`src/rtl/trap_entry_seq.sv`:
```
module trap_entry_seq #(
  parameter int NWIN = 8,
  parameter logic [7:0] FP_TT = 8'h08,
  parameter logic [7:0] SHUT_TT = 8'h80,
  localparam int CW = (NWIN > 1) ? $clog2(NWIN) : 1
) (
  input  logic          clk,
  input  logic          rst_n,
  input  logic          trap_valid,
  input  logic [7:0]    trap_type,
  input  logic [31:0]   pc_in,
  input  logic [31:0]   npc_in,
  input  logic          et_in,
  input  logic          s_in,
  input  logic          ps_in,
  input  logic [CW-1:0] cwp_in,
  input  logic [31:0]   tbr_in,
  input  logic          shutdown_en,
  input  logic          fpq_ne_in,
  input  logic [31:0]   fetch_word,
  output logic          done,
  output logic          error_state,
  output logic          shutdown_req,
  output logic          et_out,
  output logic          s_out,
  output logic          ps_out,
  output logic [CW-1:0] cwp_out,
  output logic [31:0]   tbr_out,
  output logic [31:0]   pc_out,
  output logic [31:0]   npc_out,
  output logic          save_we_l1,
  output logic          save_we_l2,
  output logic [CW-1:0] save_win,
  output logic [31:0]   save_data_l1,
  output logic [31:0]   save_data_l2,
  output logic          fpq_we,
  output logic          fpq_ne_out,
  output logic [31:0]   fpq_addr,
  output logic [31:0]   fpq_insn
);
  localparam logic [CW-1:0] TOP_WIN = CW'(NWIN - 1);

  logic live, take, halt, is_shut, is_fp;
  logic [31:0] pc_sv, npc_sv, tbr_nx;
  logic [CW-1:0] cwp_nx;

  assign live    = trap_valid && !error_state;
  assign take    = live && et_in;
  assign halt    = live && !et_in;
  assign is_shut = (trap_type == SHUT_TT) && shutdown_en;
  assign is_fp   = (trap_type == FP_TT);
  assign pc_sv   = is_fp ? npc_in : pc_in;
  assign npc_sv  = is_fp ? npc_in + 32'd4 : npc_in;
  assign tbr_nx  = {tbr_in[31:12], trap_type, 4'b0000};
  assign cwp_nx  = (cwp_in == '0) ? TOP_WIN : cwp_in - 1'b1;

  assign pc_out     = tbr_out;
  assign npc_out    = tbr_out + 32'd4;
  assign save_win   = cwp_out;
  assign save_we_l2 = save_we_l1;

  always_ff @(posedge clk or negedge rst_n) begin
    if (!rst_n) begin
      done         <= 1'b0;
      error_state  <= 1'b0;
      shutdown_req <= 1'b0;
      save_we_l1   <= 1'b0;
      fpq_we       <= 1'b0;
      et_out       <= 1'b0;
      s_out        <= 1'b1;
      ps_out       <= 1'b0;
      cwp_out      <= '0;
      tbr_out      <= '0;
      save_data_l1 <= '0;
      save_data_l2 <= '0;
      fpq_ne_out   <= 1'b0;
      fpq_addr     <= '0;
      fpq_insn     <= '0;
    end else begin
      done         <= take;
      save_we_l1   <= take;
      shutdown_req <= halt && is_shut;
      fpq_we       <= take && is_fp && !fpq_ne_in;
      if (halt && !is_shut) error_state <= 1'b1;
      if (take) begin
        et_out       <= 1'b0;
        s_out        <= 1'b1;
        ps_out       <= s_in;
        cwp_out      <= cwp_nx;
        tbr_out      <= tbr_nx;
        save_data_l1 <= pc_sv;
        save_data_l2 <= npc_sv;
        fpq_ne_out   <= fpq_ne_in | is_fp;
        if (is_fp && !fpq_ne_in) begin
          fpq_addr <= pc_in;
          fpq_insn <= fetch_word;
        end
      end
    end
  end

  logic unused_ok;
  assign unused_ok = ps_in;
endmodule

```
`config.mk`:
```
export PLATFORM = sky130hd
export DESIGN_NAME = trap_entry_seq
export DESIGN_NICKNAME = d
export VERILOG_FILES = /design/src/rtl/trap_entry_seq.sv
export SDC_FILE = /design/constraint.sdc
export NUM_CORES = 1
export LEC_CHECK = 0
export BUFFER_PORTS_ARGS = -buffer_cell sky130_fd_sc_hd__buf_2
export CORE_MARGIN = 5
export CORE_UTILIZATION = 30
export CTS_CLUSTER_DIAMETER = 200
export CTS_CLUSTER_SIZE = 24
export DETAILED_ROUTE_END_ITERATION = 6
export PLACE_DENSITY_LB_ADDON = 0.25
export SYNTH_ARGS = -nofsm -noshare
export SYNTH_HDL_FRONTEND = slang
export SYNTH_SLANG_ARGS = --single-unit
```
`constraint.sdc`:
```
create_clock -name clk -period 2.2 [get_ports clk]
set_input_delay 0.22 -clock clk [delete_from_list [all_inputs] [get_ports clk]]
set_output_delay 0.22 -clock clk [all_outputs]
set_load 0.01 [all_outputs]
```
After elaboration in Yosys (flattened, before gate mapping)
Index checks and enable logic that the tools add are counted.

Add/subtract/negate cells: 3. Equality and inequality tests: 2. Multiplexer cells: 3. Bitwise gates (word level): 1. Reduce and logical (&&, ||, !) cells: 15.

Operators with widths (number): 32-bit by 3-bit adder with 32-bit output, second input constant (2); 32-bit two-way mux (2); 1-bit logical AND (9); 8-bit by 4-bit equality test with 1-bit output, second input constant (1); 8-bit equality test, second input constant (1); 1-bit logical NOT (4); 3-bit logical NOT (1); 3-bit two-way mux (1); 3-bit by 1-bit subtractor with 3-bit output, second input constant (1); 2-bit AND reduction (1); 1-bit OR (1).

Flip-flop bits (word level): 165. Input bits: 147. Output and inout bits: 240. Logic and storage cells: 36.

Logic depth before layout (Yosys ltp)
Depth in word-level cells: 5. Depth in mapped cells: 9. Mapped depth without buffers: 6.

Least setup slack after synthesis
Ideal clock, no wire load.

Path kind: input to register. Start: in trap_type[1]. End: reg fpq_addr[22]. Setup time: 0.117 ns. Arrival time: 1.909 ns. Required time: 2.083 ns. Slack: 0.175 ns. Stages on the path: 8. Path buffers: 3. Cell sequence: or4_4 -> or2_1 -> clkbuf_2 -> or3_1 -> buf_2 -> buf_2 -> nand2_1 -> nand2_1.

Word-level cells in the longest chain between the ends: 3.

Ends and longest elaborated chain: start, declared (RTL line 10) `input logic [7:0] trap_type,`; 8-bit by 4-bit equality test with 1-bit output (RTL line 51) `assign is_fp = (trap_type == FP_TT);`; 1-bit logical AND (RTL line 94) `if (is_fp && !fpq_ne_in) begin`; 2-bit AND reduction (no source line); end signal, assigned (RTL line 95) `fpq_addr <= pc_in;`; end, declared (RTL line 38) `output logic [31:0] fpq_addr,`.

No other way between the ends. A chain may end at the register's enable or synchronous reset.

Worst setup path after layout
Start: in trap_type[1]. End: reg fpq_addr[27].

Same word-level chain as after synthesis.

==> reports/results.tsv <==
metric	value	unit
status	finished clean	
Synth Register Bits	165	
Slew headroom	57.10	%
Clock Latency Late Sink	0.41	ns
Die X	169.5	um
fraction of the mapped netlist area in adder cells	0.4920	%
Pwr Total	0.008336	W
total CTS buffers	17	
CTS tree	done	
detailed-route via count	7055	
Worst-Margin Slew	0.6435	ns
Antenna diodes	0	
crit end category	flop	
DP HPWL	19.49	mm
largest family of logic cells by synthesized area	simple AND/OR/NAND/NOR gates	
Antenna Nets Post-Route	0	
synthesized-area fraction occupied by xor and xnor cells	3.329	%
DR pass1 iterations	4	
total global routing overflow	0	
Post-Place Setup Slack	-0.1662	ns
final hold viol count	0	
Leak	6.014	nW
post-synth top area cell	dfrtp_1	
IO buf count	359	
largest net degree at the start of global routing	69	
max-cap viol count	0	
Final setup viols	0	
clk sinks	165	
Post-Syn Instances	884	
sequential share of the synthesized area	54.12	%
met2 Resource Use GR	30.31	%
Reg clk slew, reported paths	0.08	ns
RSZ-0062 raised after global routing	no	
synth warn	0	
Synth area leaders	dfrtp_1, nand2_1, buf_4	
Synth Cell Area	7630	sq um
hold crit path type	in -> reg	
worst path arrival time	2.27	ns
setup_tns	0	ns
met3 GRT Util	4.193	%
Crit Path Class	in -> reg	
num ports	387	
max-slew violation count	0	
core box area	25110	sq um
Via density	4.393	
startpoint types	input port	
Root Driver	clkbuf_16	
Bufs on Longest Clock Path	2	
Area Overhead vs Synth	41.26	%
vias in the first global route	6976	
Placer Congestion	0.7860	
Avg Cell Area, Syn	8.631	sq um
GRT Max-Usage Layer	met2	
htree depth	4	
DRC	0	
drt total wl	26.12	mm
critical path fanouts, max	31	
FMAX	520.5	MHz
initial antenna violation count	0	
Max IR drop VDD	359.1	uV
share of layout cells above drive strength 1	34.33	%
Synth Area in Compound Gates	5.149	%
Total GRT Usage	17.61	%
first-pass GRT wire length	39.64	mm
routed len/inst	16.26	um
clock skew	0.009907	ns
setup ws final	0.2786	ns
Initial DRC Count	399	
Final Cycle Share	87.33	%
Final #Nets	1413	
mux cell area share after synthesis	0	%
Starting Density	30.39	%
met1 GRT Util	22.39	%
DIE AREA	28720	sq um
Netlist cell types	35	
PwrDens	773.4	nW/um^2
Placement Rows	58	
Yosys top cell area share	54.12	%
Final Core Density	42.92	%
Simple-Gate Fraction of Synth Area	26.01	%
WP data required	2.55	ns
post-layout minimum cycle time	1.921	ns
Die Height	169.5	um
==> area by class of cell <==
class / instances / area, sq um
Timing Repair Buffer: 467 / 2861
Multi-Input combinational cell: 602 / 2739
Clock buffer: 18 / 439.2
Clock inverter: 14 / 157.7
Sequential cell: 165 / 4129
Fill cell: 2549 / 14330
Tap cell: 330 / 412.9
Inverter: 10 / 38.79
==> per-stage QoR <==
step | area (sq um) | instances | hold slack, ns
4_1_cts | 10780 | 1606 | 0.002480
3_5_place_dp | 9440 | 1500 | 0.2081
6_report | 10780 | 1606 | 0.02085
2_1_floorplan | 7675 | 896 | -0.07559
3_3_place_gp | 9440 | 1500 | 0.2092
5_1_grt | 10780 | 1606 | 0.0002178
==> synthesized netlist by cell type (all sizes together) <==
cell	n
and4	3
xnor2	7
xor2	22
nor3	3
o21ai	34
nor4b	1
and2	1
a31o	1
or4	3
dfrtp	165
inv	10
buf	91
conb	2
ha	3
and3	2
clkbuf	28
nor4	5
a21oi	2
or2	3
a31oi	32
nand3	9
nand2	393
and4b	1
or4b	1
nand4	18
nor2	43
or3	1
==> metal layers <==
metal | vias to the layer above | part of all wire, % | routed length [um]
li1 | 3490 | - | -
met1 | 3278 | 41 | 10800
met2 | 264 | 49 | 12820
met3 | 23 | 7.8 | 2047
met4 | 0 | 1.7 | 455
met5 | - | 0 | 0
==> sequential cells by signal (all words and copies together), names as in the netlist <==
name          cells
shutdown_req      1
error_state       1
ps_out            1
pc_out           28
fpq_insn         32
save_we_l1        1
fpq_ne_out        1
save_data_l1     32
fpq_addr         32
cwp_out           3
fpq_we            1
save_data_l2     32
==> worst paths after layout <==
kind	cells past startpoint	startpoint	slack (ns)	endpoint
setup / recovery	8	trap_type[1]	0.28	fpq_addr[27]
hold / removal	3	pc_in[15]	0.02	fpq_addr[15]
setup reg to reg	6	error_state	0.38	fpq_addr[27]
hold reg to reg	2	fpq_ne_out	0.46	fpq_ne_out
max in group asynchronous	3	rst_n	1.22	fpq_insn[18]
min in group asynchronous	2	rst_n	0.31	fpq_addr[14]
==> placed cells by master, fill, tap and decap left out, types with 2 or more instances in the layout <==
| master | Yosys | routed |
|---|---|---|
| and3_1 | 2 | 2 |
| nor4_1 | 4 | 3 |
| or2_2 | 2 | 2 |
| inv_6 | 0 | 6 |
| xnor2_1 | 7 | 7 |
| nor2_1 | 43 | 42 |
| inv_1 | 8 | 8 |
| conb_1 | 2 | 14 |
| and4_1 | 3 | 3 |
| xor2_1 | 22 | 22 |
| dlygate4sd3_1 | 0 | 74 |
| nand2_1 | 393 | 393 |
| nand3_1 | 9 | 9 |
| inv_8 | 0 | 3 |
| or4_4 | 2 | 2 |
| ha_1 | 3 | 3 |
| o21ai_0 | 33 | 33 |
| a21oi_1 | 2 | 2 |
| buf_2 | 10 | 358 |
| dfrtp_1 | 165 | 165 |
| clkbuf_16 | 0 | 17 |
| buf_4 | 75 | 29 |
| nor3_1 | 3 | 3 |
| nand4_1 | 18 | 18 |
| clkinv_4 | 0 | 2 |
| buf_12 | 0 | 5 |
| a31oi_1 | 32 | 32 |
==> logic make-up (layout without fill, tap and decap cells) <==
logic type	Yosys count	after routing
buffers and inverters	129	509
xor gates and xnor gates	29	29
DFF	165	165
adders and majority gates	3	3
AOI/OAI and AO/OA	69	69
and+or+nand+nor	487	487
other	2	14
==> power breakdown <==
part	internal [W]	switching [W]
clock	0.00165	0.00141
sequential	0.00338	0.000226
combinational	0.000735	0.000932
==> critical path, cell delays in order <==
cell	delay, ns
buf_2	0.11
or4_4	0.54
or2_2	0.38
or3_2	0.52
inv_2	0.15
buf_12	0.19
nand2_1	0.07
nand2_1	0.06
==> timing repair <==
item	CTS	global route
endpoints found under the hold margin	115	0
hold buffers	74	0
buffers inserted	0	0
endpoints found under the setup margin	0	0
gates resized for setup	0	0
No activity file was read; power rests on OpenSTA's default activity.
